[src/rtl/fseq_pkg.sv]
package fseq_pkg;
  typedef enum logic [2:0] {
    CL_PLAIN,
    CL_BRANCH,
    CL_GOTO,
    CL_CALL,
    CL_MOVE,
    CL_LDPTR
  } word_class_e;

  function automatic logic is_two_word(word_class_e c);
    return (c == CL_GOTO) || (c == CL_CALL) || (c == CL_MOVE) || (c == CL_LDPTR);
  endfunction

  function automatic logic is_jump(word_class_e c);
    return (c == CL_GOTO) || (c == CL_CALL);
  endfunction
endpackage

[src/rtl/fseq_decode.sv]
module fseq_decode
  import fseq_pkg::*;
#(
  parameter int OPC_W = 10
) (
  input  logic [OPC_W-1:0] op_i,
  output word_class_e      cls_o
);
  always_comb begin
    cls_o = CL_PLAIN;
    if (op_i[OPC_W-1 -: 4] == 4'hC)              cls_o = CL_MOVE;
    else if (op_i[OPC_W-1 -: 5] == 5'b11010)     cls_o = CL_BRANCH;
    else if (op_i[OPC_W-1 -: 8] == 8'hEF)        cls_o = CL_GOTO;
    else if (op_i[OPC_W-1 -: 7] == 7'b1110110)   cls_o = CL_CALL;
    else if (op_i[OPC_W-1 -: 10] == 10'b1110111000) cls_o = CL_LDPTR;
  end
endmodule

[src/rtl/fseq_pc.sv]
module fseq_pc #(
  parameter int PC_W  = 21,
  parameter int OFS_W = 11,
  localparam int TGT_W = PC_W - 1
) (
  input  logic             clk_i,
  input  logic             rst_ni,
  input  logic             jmp_i,
  input  logic             br_i,
  input  logic [OFS_W-1:0] ofs_i,
  input  logic [TGT_W-1:0] tgt_i,
  output logic [PC_W-1:0]  pc_o
);
  logic [PC_W-1:0] pc_q, pc_d, step;

  // word offset scaled to bytes
  assign step = br_i ? {{(PC_W-OFS_W-1){ofs_i[OFS_W-1]}}, ofs_i, 1'b0} : '0;

  always_comb begin
    if (jmp_i) pc_d = {tgt_i, 1'b0};
    else       pc_d = pc_q + PC_W'(2) + step;
  end

  always_ff @(posedge clk_i or negedge rst_ni) begin
    if (!rst_ni) pc_q <= '0;
    else         pc_q <= pc_d;
  end

  assign pc_o = pc_q;

  AST_PC_EVEN: assert property (@(posedge clk_i) disable iff (!rst_ni)
    pc_q[0] == 1'b0);
endmodule

[src/rtl/fseq_operand.sv]
module fseq_operand #(
  parameter int ARG_W = 12,
  parameter int TGT_W = 20,
  localparam int EXT_W = 2 * ARG_W,
  localparam int LOW_W = TGT_W - ARG_W
) (
  input  logic [ARG_W-1:0] first_i,
  input  logic [ARG_W-1:0] second_i,
  input  logic             jump_i,
  output logic [EXT_W-1:0] ext_o
);
  always_comb begin
    if (jump_i) ext_o = {{(EXT_W-TGT_W){1'b0}}, second_i, first_i[LOW_W-1:0]};
    else        ext_o = {first_i, second_i};
  end
endmodule

[src/rtl/fetch_seq.sv]
module fetch_seq
  import fseq_pkg::*;
#(
  parameter int PC_W   = 21,
  parameter int WORD_W = 16,
  parameter int OFS_W  = 11,
  localparam int ARG_W = WORD_W - 4,
  localparam int EXT_W = 2 * ARG_W,
  localparam int TGT_W = PC_W - 1,
  localparam int LOW_W = TGT_W - ARG_W,
  localparam int OPC_W = 10
) (
  input  logic              clk_i,
  input  logic              rst_ni,
  output logic [PC_W-1:0]   imem_addr_o,
  input  logic [WORD_W-1:0] imem_rdata_i,
  input  logic              skip_i,
  output logic              pending_o,
  output logic              ret_valid_o,
  output logic [WORD_W-1:0] ret_word_o,
  output logic [EXT_W-1:0]  ret_ext_o
);
  logic              pending_q;
  logic [WORD_W-1:0] first_q;
  word_class_e       cur_cls, first_cls;
  logic              squash, take_br, take_jmp;
  logic [EXT_W-1:0]  ext;
  logic [TGT_W-1:0]  tgt;

  fseq_decode #(.OPC_W(OPC_W)) i_dec_cur (
    .op_i  (imem_rdata_i[WORD_W-1 -: OPC_W]),
    .cls_o (cur_cls)
  );

  fseq_decode #(.OPC_W(OPC_W)) i_dec_first (
    .op_i  (first_q[WORD_W-1 -: OPC_W]),
    .cls_o (first_cls)
  );

  assign squash   = skip_i & ~pending_q;
  assign take_br  = ~pending_q & ~squash & (cur_cls == CL_BRANCH);
  assign take_jmp = pending_q & is_jump(first_cls);
  assign tgt      = {imem_rdata_i[ARG_W-1:0], first_q[LOW_W-1:0]};

  fseq_pc #(.PC_W(PC_W), .OFS_W(OFS_W)) i_pc (
    .clk_i  (clk_i),
    .rst_ni (rst_ni),
    .jmp_i  (take_jmp),
    .br_i   (take_br),
    .ofs_i  (imem_rdata_i[OFS_W-1:0]),
    .tgt_i  (tgt),
    .pc_o   (imem_addr_o)
  );

  fseq_operand #(.ARG_W(ARG_W), .TGT_W(TGT_W)) i_opnd (
    .first_i  (first_q[ARG_W-1:0]),
    .second_i (imem_rdata_i[ARG_W-1:0]),
    .jump_i   (is_jump(first_cls)),
    .ext_o    (ext)
  );

  always_ff @(posedge clk_i or negedge rst_ni) begin
    if (!rst_ni) begin
      pending_q   <= 1'b0;
      first_q     <= '0;
      ret_valid_o <= 1'b0;
      ret_word_o  <= '0;
      ret_ext_o   <= '0;
    end else if (pending_q) begin
      pending_q   <= 1'b0;
      ret_valid_o <= 1'b1;
      ret_word_o  <= first_q;
      ret_ext_o   <= ext;
    end else if (squash) begin
      ret_valid_o <= 1'b1;
      ret_word_o  <= '0;
      ret_ext_o   <= '0;
    end else if (is_two_word(cur_cls)) begin
      pending_q   <= 1'b1;
      first_q     <= imem_rdata_i;
      ret_valid_o <= 1'b0;
    end else begin
      ret_valid_o <= 1'b1;
      ret_word_o  <= imem_rdata_i;
      ret_ext_o   <= '0;
    end
  end

  assign pending_o = pending_q;

  AST_SEQ_STEP: assert property (@(posedge clk_i) disable iff (!rst_ni)
    (!pending_q && !skip_i && cur_cls == CL_PLAIN) |=> imem_addr_o == $past(imem_addr_o) + PC_W'(2));
  AST_PEND_QUIET: assert property (@(posedge clk_i) disable iff (!rst_ni)
    pending_q |-> !ret_valid_o);
  AST_SECOND_PREFIX: assert property (@(posedge clk_i) disable iff (!rst_ni)
    pending_q |-> imem_rdata_i[WORD_W-1 -: 4] == 4'hF);
  AST_JUMP_TARGET: assert property (@(posedge clk_i) disable iff (!rst_ni)
    (pending_q && is_jump(first_cls)) |=>
      imem_addr_o == {$past(imem_rdata_i[ARG_W-1:0]), $past(first_q[LOW_W-1:0]), 1'b0});
  AST_SQUASH_NOP: assert property (@(posedge clk_i) disable iff (!rst_ni)
    (!pending_q && skip_i) |=> (ret_valid_o && ret_word_o == '0 && ret_ext_o == '0 && !pending_q));
  AST_SKIP_IGNORED: assert property (@(posedge clk_i) disable iff (!rst_ni)
    (pending_q && skip_i) |=> (ret_valid_o && ret_word_o == $past(first_q)));
  AST_PEND_ONCE: assert property (@(posedge clk_i) disable iff (!rst_ni)
    pending_q |=> !pending_q);
endmodule

[config.mk]
export PLATFORM = sky130hd
export DESIGN_NAME = fetch_seq
export DESIGN_NICKNAME = d
export VERILOG_FILES = /design/src/rtl/fseq_pkg.sv /design/src/rtl/fseq_decode.sv /design/src/rtl/fseq_pc.sv /design/src/rtl/fseq_operand.sv /design/src/rtl/fetch_seq.sv
export SDC_FILE = /design/constraint.sdc
export NUM_CORES = 1
export LEC_CHECK = 0
export BUFFER_PORTS_ARGS = -buffer_cell sky130_fd_sc_hd__buf_2
export CELL_PAD_IN_SITES_DETAIL_PLACEMENT = 1
export CELL_PAD_IN_SITES_GLOBAL_PLACEMENT = 1
export CORE_MARGIN = 1.5
export CORE_UTILIZATION = 45
export CTS_BUF_LIST = sky130_fd_sc_hd__clkbuf_8
export CTS_CLUSTER_SIZE = 12
export DETAILED_ROUTE_END_ITERATION = 16
export GPL_TIMING_DRIVEN = 0
export HOLD_SLACK_MARGIN = 0.12
export MAX_ROUTING_LAYER = met4
export PLACE_DENSITY = 0.93
export SYNTH_ARGS = -nofsm -noshare
export SYNTH_HDL_FRONTEND = slang
export SYNTH_SLANG_ARGS = --single-unit
[constraint.sdc]
create_clock -name clk_i -period 3.8 [get_ports clk_i]
set_input_delay 0.19 -clock clk_i [delete_from_list [all_inputs] [get_ports clk_i]]
set_output_delay 0.19 -clock clk_i [all_outputs]
set_load 0.02 [all_outputs]
### Word level (Yosys, flattened, before mapping)

Index checks and enable logic that the tools add are counted.

| word-level totals | value |
|---|---|
| flip-flop bits (word level) | 79 |
| logic and storage cells | 62 |

| cells by class | value |
|---|---|
| equal/unequal tests | 18 |
| muxes and demuxes | 25 |
| reductions and logical operators | 5 |
| add/sub/neg operators | 2 |
| bitwise operators | 6 |

Operator list:

| kind | count |
|---|---|
| $mux W24 | 4 |
| $mux W16 | 3 |
| $mux W21 | 2 |
| $mux W3 | 10 |
| $add A21 B2 Y21 const B | 1 |
| $add A21 B21 Y21 | 1 |
| $eq A10 B10 Y1 const B | 2 |
| $eq A8 B8 Y1 const B | 2 |
| $eq A7 B7 Y1 const B | 2 |
| $eq A3 B2 Y1 const B | 4 |
| $eq A5 B5 Y1 const B | 2 |
| $eq A4 B4 Y1 const B | 2 |
| $eq A3 B3 Y1 const B | 2 |
| $mux W1 | 6 |
| $and A1 B1 Y1 | 4 |
| $logic_or A1 B1 Y1 | 4 |
| $eq A3 B1 Y1 const B | 1 |
| $ne A3 B3 Y1 const B | 1 |
| $reduce_and A3 Y1 | 1 |
| $not A1 Y1 | 2 |

### Logic depth before layout (Yosys ltp)

| logic depth | value |
|---|---|
| depth in word-level cells | 13 |
| gate-level depth with buffers | 17 |
| mapped depth without buffers | 17 |

### Modules after synthesis

A second synthesis with hierarchy kept.

| second synthesis, totals | value |
|---|---|
| cells, all modules | 447 |
| area total of the unflattened synthesis | 4997.3 µm² |

By module, submodules not included:

| module | area an instance (µm²) | times used | cells each |
|---|---|---|---|
| fetch_seq | 2414.8 | 1 | 149 |
| fseq_pc | 2094.5 | 1 | 249 |
| fseq_operand | 352.8 | 1 | 27 |
| fseq_decode | 67.6 | 2 | 11 |

### Worst setup path after synthesis

Ideal clock, no wire load.

| timing path | value |
|---|---|
| kind | register to register |
| start | register pending_q (netlist: pending_o) |
| end | register i_pc.pc_q[18] (netlist: i_pc.pc_o[18]) |
| path slack | 227 ps |
| path buffers | 1 |
| period minus slack after synthesis | 3573 ps |
| library setup time | 136 ps |
| cell stages (with the launch flop) | 15 |
| data required time | 3664 ps |
| arrival time | 3437 ps |
| cell sequence | dfrtp_1 -> nor2_1 -> o2111ai_1 -> nor3_1 -> and2_1 -> ha_1 -> ha_1 -> clkbuf_1 -> a211oi_1 -> nand2_1 -> a221oi_1 -> a21oi_1 -> a2111oi_2 -> xor2_1 -> o21ai_0 |

| on the way | value |
|---|---|
| word-level cells in the longest chain between the ends | 8 |
| elaborated cells between the ends (all ways) | 9 |
| those cells by class | add/sub: 1; mux: 2; bitwise: 6 |

RTL lines:

| item | line | source |
|---|---|---|
| from (decl) | fetch_seq.sv:23 | `logic pending_q;` |
| from (signal assigned) | fetch_seq.sv:64 | `pending_q <= 1'b0;` |
| from (signal assigned) | fetch_seq.sv:70 | `pending_q <= 1'b0;` |
| from (signal assigned) | fetch_seq.sv:79 | `pending_q <= 1'b1;` |
| $not A1 Y1 (no line) | n/a |  |
| $and A1 B1 Y1 | fetch_seq.sv:40 | `assign squash = skip_i & ~pending_q;` |
| $not A1 Y1 (no line) | n/a |  |
| $and A1 B1 Y1 (2 in series) | fetch_seq.sv:41 | `assign take_br = ~pending_q & ~squash & (cur_cls == CL_BRANCH);` |
| $mux W21 | fseq_pc.sv:17 | `assign step = br_i ? {{(PC_W-OFS_W-1){ofs_i[OFS_W-1]}}, ofs_i, 1'b0} : '0;` |
| $add A21 B21 Y21 | fseq_pc.sv:21 | `else pc_d = pc_q + PC_W'(2) + step;` |
| $mux W21 (*) | fseq_pc.sv:20 | `if (jmp_i) pc_d = {tgt_i, 1'b0};` |
| via i_pc.pc_d[18] | fseq_pc.sv:14 | `logic [PC_W-1:0] pc_q, pc_d, step;` |
| to (signal assigned) | fseq_pc.sv:26 | `else pc_q <= pc_d;` |
| to (decl) | fseq_pc.sv:14 |  |

The timed path passes the listed nets; every way through them passes the cells marked *.
A chain may end at the register's enable or synchronous reset.

### Worst setup path after layout

Same ends and word-level chain as after synthesis.

==> impl_results.md <==
- Count of cell types in the netlist: 55
- Port Buffers: 78
- Final Cycle Share: 0.972
- Synthesized instance count: 471
- CP Class: reg2reg
- Syn. warnings: 0
- Skew final: 0.00882 ns
- Final hold slack: 0.143 ns
- Seq/Total Area, Yosys: 0.423
- Max-cap viol count: 0
- Post-synth EDFFs: 0
- Total chip power: 2730 µW
- Drt total wl: 15800 µm
- Overall die height: 104 µm
- Commonest non-fill, non-tap cell in the layout: nand2_1
- Post-route setup TNS: 0 ns
- Pwr dens: 500 nW/µm²
- Worst-Margin Slew: 0.944 ns
- DRT iter0 DRCs: 305
- Combinational cell fraction of total power: 0.368
- Synth Register Bits: 78
- CP Launch Type: flip-flop
- Synth Area per Inst: 9.80 µm²
- Gpl congestion: 0.901
- Max clock buf depth: 2
- Die Span X: 104 µm
- Global-route usage over all layers: 0.305
- Post-synth top area share: 0.423
- IO Count: 82
- CTS clk-pin slew, worst paths: 0.09 ns
- Net Sw Frac: 0.418
- Via count: 4268
- Minimum clock period: 3.69 ns
- Mapped Area: 4610 µm²
- Final core utilization: 0.554
- Leakage power: 0.00261 µW
- Worst hold-check path type: in2reg
- Relative slew slack: 0.365
- DRT antenna net count: 0
- Synth area leaders: dfrtp_1 42%, ha_1 8.1%, nand2_1 6.9%
- Hold Startpoint: imem_rdata_i[3]
- Status: finished, final reports clean
- Skew-Pair Late Insertion Delay: 0.38 ns
- Pint: 1590 µW
- WL per Instance: 22.5 µm
- Core area: 9860 µm²
- Pins Over Slew Limit: 0
- Peak VDD IR: 0.000269 V
- CP max FO: 7
- GRT overflow: 0
- Setup violations, final: 0
- Antenna violations before repair: 0
- CP Data Required Time: 4.03 ns
- Most frequent cells in the layout: 85 x nand2_1, 78 x buf_2, 77 x dfrtp_1, 40 x o21ai_0, 30 x ha_1
- Final hold vios: 0
- H-tree levels: 3
- Largest net degree at the start of global routing: 53
- Rows: 36
- DRC Markers: 0
- Post-Syn Nets: 521
- Synth area leader: dfrtp_1
- Vias per std cell: 6.09
- DR pass1 iterations: 5
- Layout cells sized above 1: 0.229
- Signal arrival time at the worst endpoint: 3.92 ns
- Reg power frac: 0.409
- Hpwl dp: 10800 µm
- Area Overhead vs Synth: 18.3%
- CTS Buf Count: 9
- CTS root buf: clkbuf_8
- # clock sinks: 78
- Clock power frac: 0.222
- Worst setup EP type: flip-flop
- Starting Density: 0.468
- Diode count: 0
- CTS tree: built
- Psw: 1140 µW
- Vias in the first global route: 4548
- Primary FF master, synth: dfrtp_1
- Die Area: 10900 µm²
- Reg2reg start: pending_o$_DFF_PN0_
- Async S/R FF share, synth: 1.00
- Nets: 613
- Crit path from: pending_o$_DFF_PN0_
- First-pass GRT wire length: 24900 µm
- Highest clock rate: 0.271 GHz
## flip-flops by register name, summed over array words and instances (netlist names)
register     cells
i_pc.pc_o       20
first_q         16
pending_o        1
ret_ext_o       24
ret_word_o      16
ret_valid_o      1
## worst max-delay path, cell delays in order, from the launching register on
cell	delay, ns
dfrtp_2	0.47
nor2_4	0.18
o2111ai_4	0.18
nor3_4	0.17
and2_1	0.15
ha_1	0.22
ha_1	0.30
clkbuf_1	0.20
a211oi_1	0.31
nand2_1	0.16
a221oi_2	0.36
a21oi_1	0.14
a2111oi_2	0.40
xor2_1	0.21
o21ai_0	0.12
## timing repair
item	CTS	global route
endpoints found under the setup margin	14	9
hold endpoints to repair	26	0
setup buffers	3	0
hold buffers	1	0
resized for setup	7	6
pin swaps	2	0
gates cloned	0	0
## final cells by class
class	instances	area (µm²)
sequential	78	1950
fill	1140	4400
multi-input combinational	354	2540
inverter	10	37.5
clock inverter	7	48.8
timing repair buffer	83	453
tap	133	166
clock buffer	9	124
buffer	27	140
## synth_stat cells (4+ instances only)
master,number
buf_4,5
ha_1,30
nor3b_1,4
a21oi_1,15
dfrtp_1,78
mux2_2,9
clkbuf_1,19
o21ai_0,41
a22o_1,20
mux2i_1,16
mux2_1,11
a211oi_1,6
nand2_1,85
xnor2_1,8
xor2_1,14
nand3_1,10
inv_1,10
nor2_1,7
nor3_1,8
and2_1,18
## per-stage QoR
step	instances	instance area, µm²	setup slack [ns]
after floorplan	471	4610	0.227
after global placement	682	5170	-0.530
after detailed placement	683	5200	-0.819
after CTS	702	5440	0.0310
after global routing	701	5460	-0.0169
final	701	5460	0.106
## power by group through the flow
stage | clock, µW | sequential [µW] | combinational (µW)
floorplan | 0 | 1220 | 514
global placement | 0 | 1120 | 892
global route | 641 | 1130 | 1080
finish | 607 | 1120 | 1010
detailed placement | 0 | 1130 | 967
CTS | 600 | 1110 | 991
## metal layers
layer | track usage | wire [µm]
met1 | 0.348 | 6240
met2 | 0.514 | 8100
met3 | 0.0526 | 826
met4 | 0.157 | 637
met5 | - | 0
## cells by family after synthesis
group / share of synthesized area
compound gates: 0.162
xor+xnor: 0.0418
fa+ha+maj: 0.0857
buf+inv: 0.0396
flops: 0.423
mux: 0.0835
other cells: 0.000813
simple gates: 0.164
## worst paths after layout
| kind | depth (start not counted) | endpoint | slack (ns) |
|---|---|---|---|
| max in group asynchronous | 3 | i_pc.pc_o[3]$_DFF_PN0_ | 2.92 |
| worst min register to register | 1 | ret_ext_o[20]$_DFFE_PN0N_ | 0.50 |
| worst max register to register | 14 | i_pc.pc_o[18]$_DFF_PN0_ | 0.11 |
| worst min-delay path | 2 | first_q[3]$_DFFE_PN0P_ | 0.14 |
| min in group asynchronous | 2 | ret_word_o[8]$_DFFE_PN0N_ | 0.27 |
| worst max-delay path | 14 | i_pc.pc_o[18]$_DFF_PN0_ | 0.11 |
(Power assumes the default switching activity.)
